===== src/rtl/acc_pkg.sv =====
package acc_pkg;
  parameter int HALF_W   = 16;
  parameter int GUARD_W  = 4;
  parameter int BODY_W   = 2 * HALF_W;
  parameter int ACC_W    = BODY_W + GUARD_W;
  parameter int NARROW_W = 8;
  parameter int N_ACC    = 2;

  typedef enum logic {
    HALF_UPPER = 1'b0,
    HALF_LOWER = 1'b1
  } half_e;
endpackage


===== src/rtl/acc_src_ext.sv =====
module acc_src_ext #(
  parameter int HALF_W   = acc_pkg::HALF_W,
  parameter int NARROW_W = acc_pkg::NARROW_W
) (
  input  logic [HALF_W-1:0] raw,
  input  logic              narrow,
  input  logic              sext,
  output logic [HALF_W-1:0] val
);
  localparam int PAD_W = HALF_W - NARROW_W;

  always_comb begin
    if (narrow)
      val = {{PAD_W{sext & raw[NARROW_W-1]}}, raw[NARROW_W-1:0]};
    else
      val = raw;
  end
endmodule


===== src/rtl/acc_cmd_ctrl.sv =====
module acc_cmd_ctrl
  import acc_pkg::*;
#(
  parameter int HALF_W = acc_pkg::HALF_W
) (
  input  logic              clk,
  input  logic              rst,
  input  logic              cmd_valid,
  input  logic              long_move,
  input  logic              acc_sel,
  input  logic              half_sel,
  input  logic              clr_en,
  input  logic [HALF_W-1:0] ext_val,
  output logic              busy,
  output logic              long_go,
  output logic              pend_idx,
  output half_e             pend_half,
  output logic              pend_clr,
  output logic [HALF_W-1:0] pend_data
);
  logic accept_short;

  assign accept_short = cmd_valid && !long_move && !busy;
  assign long_go      = cmd_valid &&  long_move && !busy;

  always_ff @(posedge clk) begin
    if (rst) begin
      busy      <= 1'b0;
      pend_idx  <= 1'b0;
      pend_half <= HALF_UPPER;
      pend_clr  <= 1'b0;
      pend_data <= '0;
    end else if (busy) begin
      busy <= 1'b0;
    end else if (accept_short) begin
      busy      <= 1'b1;
      pend_idx  <= ~acc_sel;
      pend_half <= half_e'(half_sel);
      pend_clr  <= clr_en;
      pend_data <= ext_val;
    end
  end

  AST_BUSY_SINGLE: assert property (@(posedge clk) disable iff (rst)
    busy |=> !busy);
  AST_SHORT_ARMS: assert property (@(posedge clk) disable iff (rst)
    (cmd_valid && !long_move && !busy) |=> busy);
  AST_LONG_NO_BUSY: assert property (@(posedge clk) disable iff (rst)
    (cmd_valid && long_move && !busy) |=> !busy);
endmodule


===== src/rtl/acc_reg_slice.sv =====
module acc_reg_slice #(
  parameter int HALF_W  = acc_pkg::HALF_W,
  parameter int GUARD_W = acc_pkg::GUARD_W
) (
  input  logic                clk,
  input  logic                rst,
  input  logic                wr_hi,
  input  logic                wr_lo,
  input  logic                clr_lo,
  input  logic [HALF_W-1:0]   half_data,
  input  logic                wr_long,
  input  logic [2*HALF_W-1:0] long_data,
  output logic [2*HALF_W+GUARD_W-1:0] acc
);
  localparam int BODY_W = 2 * HALF_W;
  localparam int ACC_W  = BODY_W + GUARD_W;

  always_ff @(posedge clk) begin
    if (rst) begin
      acc <= '0;
    end else if (wr_long) begin
      acc <= {{GUARD_W{long_data[BODY_W-1]}}, long_data};
    end else if (wr_hi) begin
      acc[ACC_W-1:BODY_W]  <= {GUARD_W{half_data[HALF_W-1]}};
      acc[BODY_W-1:HALF_W] <= half_data;
      if (clr_lo) acc[HALF_W-1:0] <= '0;
    end else if (wr_lo) begin
      acc[HALF_W-1:0] <= half_data;
    end
  end

  AST_GUARD_COPY: assert property (@(posedge clk) disable iff (rst)
    (wr_hi || wr_long) |=> (acc[ACC_W-1:BODY_W] == {GUARD_W{acc[BODY_W-1]}}));
  AST_LOW_CLEARED: assert property (@(posedge clk) disable iff (rst)
    (wr_hi && clr_lo && !wr_long) |=> (acc[HALF_W-1:0] == '0));
  AST_LOW_KEEPS_UPPER: assert property (@(posedge clk) disable iff (rst)
    (wr_lo && !wr_hi && !wr_long) |=> $stable(acc[ACC_W-1:HALF_W]));
  AST_IDLE_HOLDS: assert property (@(posedge clk) disable iff (rst)
    (!wr_lo && !wr_hi && !wr_long) |=> $stable(acc));
endmodule


===== src/rtl/acc_flag_unit.sv =====
module acc_flag_unit #(
  parameter int ACC_W   = acc_pkg::ACC_W,
  parameter int GUARD_W = acc_pkg::GUARD_W
) (
  input  logic             clk,
  input  logic             rst,
  input  logic             upd,
  input  logic [ACC_W-1:0] new_val,
  output logic             flag_n,
  output logic             flag_z,
  output logic             flag_v
);
  localparam int BODY_W = ACC_W - GUARD_W;

  always_ff @(posedge clk) begin
    if (rst) begin
      flag_n <= 1'b0;
      flag_z <= 1'b0;
      flag_v <= 1'b0;
    end else if (upd) begin
      flag_n <= new_val[ACC_W-1];
      flag_z <= (new_val == '0);
      flag_v <= (new_val[ACC_W-1:BODY_W] != {GUARD_W{new_val[BODY_W-1]}});
    end
  end

  AST_FLAGS_HOLD: assert property (@(posedge clk) disable iff (rst)
    !upd |=> $stable({flag_n, flag_z, flag_v}));
  AST_FLAGS_NOT_BOTH: assert property (@(posedge clk) disable iff (rst)
    upd |=> !(flag_n && flag_z));
endmodule


===== src/rtl/acc_load_unit.sv =====
module acc_load_unit
  import acc_pkg::*;
(
  input  logic                clk,
  input  logic                rst,
  input  logic                cmd_valid,
  input  logic                acc_sel,
  input  logic                half_sel,
  input  logic [HALF_W-1:0]   src_data,
  input  logic                src_narrow,
  input  logic                src_sext,
  input  logic                clr_lo_en,
  input  logic                long_move,
  input  logic [BODY_W-1:0]   long_data,
  output logic [ACC_W-1:0]    acc0_q,
  output logic [ACC_W-1:0]    acc1_q,
  output logic                busy,
  output logic                flag_n,
  output logic                flag_z,
  output logic                flag_v
);
  logic [HALF_W-1:0] ext_val;
  logic              long_go;
  logic              pend_idx;
  half_e             pend_half;
  logic              pend_clr;
  logic [HALF_W-1:0] pend_data;
  logic              long_idx;
  logic [ACC_W-1:0]  acc_bank [N_ACC];
  logic [ACC_W-1:0]  long_ext;

  assign long_idx = ~acc_sel;
  assign long_ext = {{GUARD_W{long_data[BODY_W-1]}}, long_data};

  acc_src_ext #(.HALF_W(HALF_W), .NARROW_W(NARROW_W)) u_ext (
    .raw(src_data), .narrow(src_narrow), .sext(src_sext), .val(ext_val)
  );

  acc_cmd_ctrl #(.HALF_W(HALF_W)) u_ctrl (
    .clk(clk), .rst(rst), .cmd_valid(cmd_valid), .long_move(long_move),
    .acc_sel(acc_sel), .half_sel(half_sel), .clr_en(clr_lo_en),
    .ext_val(ext_val), .busy(busy), .long_go(long_go),
    .pend_idx(pend_idx), .pend_half(pend_half), .pend_clr(pend_clr),
    .pend_data(pend_data)
  );

  for (genvar i = 0; i < N_ACC; i++) begin : g_acc
    logic hit_short, hit_long;
    assign hit_short = busy && (pend_idx == 1'(i));
    assign hit_long  = long_go && (long_idx == 1'(i));

    acc_reg_slice #(.HALF_W(HALF_W), .GUARD_W(GUARD_W)) u_slice (
      .clk(clk), .rst(rst),
      .wr_hi(hit_short && pend_half == HALF_UPPER),
      .wr_lo(hit_short && pend_half == HALF_LOWER),
      .clr_lo(pend_clr), .half_data(pend_data),
      .wr_long(hit_long), .long_data(long_data),
      .acc(acc_bank[i])
    );
  end

  assign acc0_q = acc_bank[0];
  assign acc1_q = acc_bank[1];

  acc_flag_unit #(.ACC_W(ACC_W), .GUARD_W(GUARD_W)) u_flags (
    .clk(clk), .rst(rst), .upd(long_go), .new_val(long_ext),
    .flag_n(flag_n), .flag_z(flag_z), .flag_v(flag_v)
  );

  AST_NEG_TRACKS_ACC: assert property (@(posedge clk) disable iff (rst)
    (long_go && acc_sel) |=> (flag_n == acc0_q[ACC_W-1]));
  AST_ZERO_TRACKS_ACC: assert property (@(posedge clk) disable iff (rst)
    (long_go && !acc_sel) |=> (flag_z == (acc1_q == '0)));
  AST_LONG_OTHER_KEPT: assert property (@(posedge clk) disable iff (rst)
    (long_go && acc_sel && !busy) |=> $stable(acc1_q));
endmodule


===== config.mk =====
export PLATFORM = sky130hd
export DESIGN_NAME = acc_load_unit
export DESIGN_NICKNAME = d
export VERILOG_FILES = /design/src/rtl/acc_pkg.sv /design/src/rtl/acc_src_ext.sv /design/src/rtl/acc_cmd_ctrl.sv /design/src/rtl/acc_reg_slice.sv /design/src/rtl/acc_flag_unit.sv /design/src/rtl/acc_load_unit.sv
export SDC_FILE = /design/constraint.sdc
export NUM_CORES = 1
export LEC_CHECK = 0
export BUFFER_PORTS_ARGS = -buffer_cell sky130_fd_sc_hd__buf_2
export CELL_PAD_IN_SITES_DETAIL_PLACEMENT = 0
export CELL_PAD_IN_SITES_GLOBAL_PLACEMENT = 1
export CORE_MARGIN = 2
export CORE_UTILIZATION = 39
export CTS_CLUSTER_SIZE = 25
export DETAILED_ROUTE_END_ITERATION = 7
export GPL_ROUTABILITY_DRIVEN = 0
export PLACE_DENSITY_LB_ADDON = 0.08
export SYNTH_ARGS = -nofsm -noshare
export SYNTH_HDL_FRONTEND = slang
export SYNTH_HIERARCHICAL = 1
export SYNTH_SLANG_ARGS = --single-unit

===== constraint.sdc =====
create_clock -name clk -period 2.5 [get_ports clk]
set_input_delay 0.5 -clock clk [delete_from_list [all_inputs] [get_ports clk]]
set_output_delay 0.5 -clock clk [all_outputs]
set_load 0.02 [all_outputs]

==> results.tsv, run 1 <==
stage	metric	value	unit
status	outcome	finished clean	
timing	period_needed	2000	ps
pwr	powerDensity	649	mW/mm^2
global_route	grt_pass1_vias	3695	
cts	postCtsHoldBufs	0	
yosys	synth_cells	461	
worst_setup_path	end_kind	register	
detailed_routing	drc_errors	0	
worst_setup_path	critPathLaunchType	register	
yosys	synthArstFlopShare	0	%
cells_and_area	nFillCells	1104	
cts	clk_path_buf_depth	2	
timing	setup_viol	0	
pwr	p_leak	2.33	nW
worst_setup_path	slowest_stage	dfxtp_1	
detailed_routing	vias	3809	
cts	cts_tree	built	
timing	grt_setup_unrepaired	false	
cts	root_buffer	clkbuf_16	
detailed_routing	routedWlPerCell	19.0	um
timing	tns	0	ps
yosys	synth_top_area_cell	dfxtp_1	
worst_setup_path	crit_family	simple AND/OR/NAND/NOR gates	
cts	post_cts_buffers	0	
die	dieArea	0.0125	mm^2
yosys	seq_area_frac_synth	38.3	%
die	die_height	112	um
detailed_routing	ant_nets	0	
worst_setup_path	crit_fanout	16	
yosys	synth_fp_nets	518	
worst_setup_path	path_cells	and3b_1 > buf_4 > mux2i_4 > nand2b_2 > a221oi_1	
yosys	synth_cell_types	37	
global_route	grt_use_total	21.7	%
yosys	synth_area	0.00454	mm^2
placement	dp_cells	698	
timing	final.period_utilization	80.1	%
yosys	synth-seq-cells	87	
die	ioPinCount	133	
die	core	0.0114	mm^2
placement	dpl.hpwl	9720	um
yosys	yosysWarnings	6	
timing	hold_viol	0	
worst_setup_path	worstPathArrival	2250	ps
worst_setup_path	crit_buf_inv	1	
global_route	grt_pass1_wl	21100	um
hold_path	hold_path_class	input pin to register	
cells_and_area	area_delta_synth_final	22.1	%
yosys	ys.flop_type	dfxtp_1	
cts	clk_latency	340	ps
cts	cts_buffers	9	
yosys	synthTopCellsByArea	dfxtp_1 (38%), mux2i_1 (11%), mux2_2 (7.9%)	
die	die_x	112	um
cells_and_area	mostFrequentLayoutCells	buf_2 (131), dfxtp_1 (87), nor2_1 (69)	
yosys	synth_top_area_share	38.3	%
job	max_cap_viol_count	0	
pwr	vdd_drop_max	265	uV
yosys	synth_edf_count	0	
cells_and_area	stdcell_count	714	
detailed_routing	drt_first_pass_iters	4	
cells_and_area	layout_commonest_cell	buf_2	
detailed_routing	via_per_inst	5.33	
global_route	grt_max_degree	107	
die	initial_core_util	39.9	%
yosys	syn-mean-instance-area	9.85	um^2
worst_setup_path	max_stage_delay	460	ps
cells_and_area	drive_above_1_share	39.8	%
worst_setup_path	critPathRequiredTime	2740	ps
detailed_routing	drtIter0Drc	217	
cells_and_area	num-nets-final	623	
detailed_routing	wirelength	13600	um
global_route	grt_overflow_total	0	
timing	tightest_slew	567	ps
placement	portBuffers	132	
cts	cts_resized	0	
global_route	antenna_found_initial	0	
cells_and_area	n_antenna_cell	0	
cts	path_clk_slew	70	ps
die	rows	39	
timing	clock_skew	8.27	ps
cts	cts.sinks	87	
timing	relSlewSlack	62.2	%
worst_setup_path	crit_type	register to register	
timing	slew_violations	0	
cts	h-tree-depth	3	
timing	max_freq	0.499	GHz
[state kept, by name, summed over array words and instances, names as in the netlist]
register and cells:
u_ctrl/busy 1, u_ctrl/pend_clr 1, g_acc.u_slice/acc 64, u_ctrl/pend_idx 1, u_flags/flag_n 1, u_ctrl/pend_data 16
u_ctrl/pend_half 1, u_flags/flag_v 1, u_flags/flag_z 1
[layer usage]
layer  wire [um]  part of all wire (%)  global-route usage [%]  up-vias
met5           0                     0                       0        -
met4         299                   2.2                    8.07        0
met3         786                   5.8                    4.08       18
met2        6190                    46                    34.3      123
met1        6300                    46                    29.7     1815
li1            -                     -                       -     1853
[path summary, 6_finish.rpt]
check                 start                       to  slack, ps  cells after the start
min reg2reg  u_flags/flag_v           u_flags/flag_v        520                      2
min             src_data[1]      u_ctrl/pend_data[1]        420                      3
max reg2reg     u_ctrl/busy  g_acc[1].u_slice/acc[3]        500                      5
max             u_ctrl/busy  g_acc[1].u_slice/acc[3]        500                      5
[through the flow]
stage / cell area, um^2 / setup slack [ps] / power, mW / hold slack (ps) / util [%]
floorplan: 4540 / 651 / 1.86 / 471 / -
global placement: 5200 / 406 / 2.05 / 506 / 45.7
detailed placement: 5200 / 370 / 2.05 / 519 / 45.7
CTS: 5540 / 486 / 3.63 / 412 / 48.8
global route: 5540 / 309 / 3.73 / 428 / 48.8
finish: 5540 / 498 / 3.60 / 416 / 48.8
[where the power goes]
group          internal (mW)  leakage, nW  switching [mW]
Clock                   1.01        0.170           0.573
Sequential              1.45        0.709          0.0610
Combinational          0.210         1.45           0.298
Total                   2.67         2.33           0.931
[cell usage after synthesis (all sizes together), types with 2 or more instances]
cell / count
o21ai: 9
mux2: 33
nor3b: 20
and3b: 3
a22oi: 14
a221oi: 32
nor4: 6
clkbuf: 15
a21oi: 19
dfxtp: 87
buf: 37
inv: 8
or4: 2
mux2i: 53
nand3: 3
nand2b: 39
nor2b: 3
nor2: 69
and3: 2
[worst reg2reg max path, delay by kind of cell (launching register included)]
family | cells | cell delay (ps)
compound gates | 1 | 380
buf+inv | 1 | 240
flops | 1 | 460
mux | 1 | 290
simple gates | 2 | 540
[cell families (layout without fill, tap and decap cells)]
group,count (synthesis),in the layout,synth area share (%)
AND/OR/NAND/NOR,153,153,18.7
buffers and inverters,60,170,7.96
flip-flops,87,87,38.3
AO/OA/AOI/OAI,75,75,14.5
multiplexers,86,86,20.5
[final cells by class]
cell class | count | area [um^2] | share of cell area (%)
well taps | 143 | 179 | 3.23
multi-input cells | 314 | 2450 | 44.3
repair buffers | 146 | 793 | 14.3
flip-flops and latches | 87 | 1740 | 31.4
inverters | 8 | 30.0 | 0.542
clock buffers | 11 | 243 | 4.38
clock inverters | 5 | 104 | 1.87
No activity file was read; power rests on OpenSTA's default activity.
==> inputs of run 2 (changes only) <==
CORE_UTILIZATION = 35   (was 39)
clock period = 1.7 ns   (was 2.5 ns; I/O delays follow)
==> run 2 against run 1 <==
Effect of this change: the flow now finishes with violations (setup timing); combinational power rose by 61%; count of clock-buffer cells in the layout grew 3; total power grew 36%; sequential share of layout area is 1.6 points lower; via count is 0.79% higher; final area rose by 5.5%; global-route usage fell by 1.5 points; cell count up 7.4%; sequential power grew 47%; flip-flop and latch count unchanged; routed wire length is 2.7% higher.
==> results.tsv, run 2 (same netlist as run 1, synthesis figures left out) <==
stage	metric	value	unit	change
timing	final.period_utilization	100	%	+20 points
worst_setup_path	crit_fanout	16		unchanged
timing	period_needed	1710	ps	-295 ps
detailed_routing	top_layer	met4		
hold_path	holdPathStages	3		unchanged
global_route	grt_pass1_wl	21600	um	+2.3%
detailed_routing	drc_errors	0		unchanged
worst_setup_path	max_stage_delay	350	ps	-110 ps
timing	tightest_slew	457	ps	-109 ps
detailed_routing	drtIter0Drc	167		-23%
timing	clock_skew	7.46	ps	-0.803 ps
cts	path_clk_slew	60	ps	about the same
worst_setup_path	end_kind	register		
worst_setup_path	crit_type	register to register		
cts	cts_tree	built		
cts	root_buffer	clkbuf_16		
cells_and_area	num-nets-final	648		+4.0%
pwr	p_leak	2.46	nW	+5.6%
global_route	grt_use_total	20.2	%	-1.5 points
placement	dpl.hpwl	10200	um	+5.1%
placement	dpl_worst_slack	-134	ps	-504 ps
cts	cts.sinks	87		unchanged
cts	clk_path_buf_depth	2		unchanged
placement	portBuffers	132		unchanged
cells_and_area	n_antenna_cell	0		unchanged
status	failed_checks	setup timing		
timing	hold_viol	0		unchanged
detailed_routing	drt-met1-wl	6340	um	+0.67%
global_route	grt_max_degree	47		-56%
worst_setup_path	crit_family	simple AND/OR/NAND/NOR gates		
timing	grt_setup_unrepaired	true		
timing	setup_viol	1		+1
worst_setup_path	r2r_setup_slack	-8	ps	-510 ps
global_route	grt_overflow_total	0		unchanged
detailed_routing	via_per_inst	5.01		-6.2%
die	dieArea	0.0139	mm^2	+11%
cts	h-tree-depth	3		unchanged
cts	cts_buffers	9		unchanged
timing	hold_ws	249	ps	-167 ps
timing	max_freq	0.586	GHz	+17%
detailed_routing	wl_met2	6770	um	+9.3%
status	outcome	finished with violations		
die	core	0.0126	mm^2	+11%
cells_and_area	area_delta_synth_final	28.8	%	
cells_and_area	mostFrequentLayoutCells	buf_2 (131), dfxtp_1 (85), nor2_1 (68)		
worst_setup_path	slowest_stage	dfxtp_4		
worst_setup_path	r2r-start	u_ctrl/busy		
worst_setup_path	crit_buf_inv	2		+1
worst_setup_path	worstPathArrival	1950	ps	-300 ps
cells_and_area	top_register	g_acc.u_slice/acc		
cts	clk_latency	350	ps	about the same
timing	relSlewSlack	69.3	%	+7.1 points
detailed_routing	vias	3839		+0.79%
global_route	antenna_found_initial	0		unchanged
cells_and_area	largest_register_ffs	64		unchanged
die	rows	41		+5.1%
die	initial_core_util	36.0	%	-4.0 points
detailed_routing	routedWlPerCell	18.2	um	-4.4%
global_route	grt_pass1_vias	3876		+4.9%
hold_path	hold_path_class	input pin to register		
hold_path	min_to	u_ctrl/pend_half		
worst_setup_path	rr_worst_depth	6		+1
pwr	vdd_drop_max	567	uV	+110%
detailed_routing	met3_length	671	um	-15%
worst_setup_path	r2r_end	g_acc[0].u_slice/acc[4]		
cells_and_area	register_area	0.00175	mm^2	+0.29%
detailed_routing	ant_nets	0		unchanged
job	max_cap_viol_count	0		unchanged
die	die_x	118	um	+5.4%
cells_and_area	layout_commonest_cell	buf_2		
detailed_routing	drt_first_pass_iters	4		unchanged
cells_and_area	multiInputGateArea	0.00254	mm^2	+3.5%
pwr	powerDensity	836	mW/mm^2	+29%
hold_path	hp-start	half_sel		
timing	fin_ws	-7.52	ps	-505 ps
worst_setup_path	critPathLaunchType	register		
detailed_routing	wirelength	13900	um	+2.7%
cells_and_area	largestRegisters	g_acc.u_slice/acc (64), u_ctrl/pend_data (16)		
worst_setup_path	path_cells	buf_4 > nor3b_4 > mux2i_4 > nand2b_2 > buf_12 > a221oi_1		
cells_and_area	nFillCells	1303		+18%
die	ioPinCount	133		unchanged
die	die_height	118	um	+5.4%
worst_setup_path	critPathRequiredTime	1950	ps	-790 ps
cells_and_area	drive_above_1_share	43.9	%	+4.1 points
timing	slew_violations	0		unchanged
[run 2: cell count changes in the layout (fill, tap and decap cells not counted), moves of 3 or more]
cell,before,now
buf_12,2,6
a221oi_1,12,8
bufinv_16,3,0
buf_4,13,29
buf_6,0,5
[run 2: worst register-to-register path, cell delays in order (launching register included)]
cell      delay, ps
dfxtp_4         350
buf_4           110
nor3b_4         320
mux2i_4         300
nand2b_2         90
buf_12          160
a221oi_1        270
[run 2: repair_timing]
| action | CTS | global route |
|---|---|---|
| hold buffers | 0 | 0 |
| cloned | 0 | 0 |
| pin swaps | 0 | 1 |
| buffers inserted | 0 | 1 |
| resized for setup | 3 | 18 |
| endpoints found under the setup margin | 8 | 51 |
[run 2: where the power goes]
group	switching, mW	internal (mW)	total, mW
clock network	0.784	1.06	1.85
logic	0.457	0.361	0.817
registers	0.0902	2.13	2.22
[run 2: worst max path at each step]
| stage | startpoint | end | slack [ps] | cells after the start |
|---|---|---|---|---|
| after floorplan | u_ctrl/busy | g_acc[0].u_slice/acc[15] | 10 | 6 |
| after global placement | long_move | g_acc[0].u_slice/acc[11] | -110 | 6 |
| after detailed placement | long_move | g_acc[0].u_slice/acc[7] | -130 | 6 |
| after CTS | u_ctrl/busy | g_acc[0].u_slice/acc[28] | 3 | 6 |
| after global routing | u_ctrl/busy | g_acc[0].u_slice/acc[13] | -60 | 6 |
| final | u_ctrl/busy | g_acc[0].u_slice/acc[4] | -8 | 6 |
[run 2: cell type report]
cell class / instances / share of cell area, %
clock inverter: 1 / 0.0856
inverter: 8 / 0.513
clock buffer: 14 / 4.51
timing repair buffer: 171 / 17.9
sequential: 87 / 29.9
tap: 172 / 3.68
multi-input combinational: 314 / 43.4
[run 2: metrics by stage]
step	total power [mW]	instance area, um^2	cells	TNS (ps)	util (%)
final	4.89	5850	767	-7.52	46.4
after detailed placement	3.07	5470	751	-1790	43.3
after global placement	3.06	5470	751	-1110	43.3
after global routing	5.10	5850	767	-1030	46.4
after CTS	4.93	5750	766	0	45.5
after floorplan	2.74	4550	461	0	-
[run 2: layer usage]
layer	track usage, %	vias up
li1	-	1902
met1	25.1	1836
met2	33.9	87
met3	5.96	14
met4	5.65	0
met5	0	-
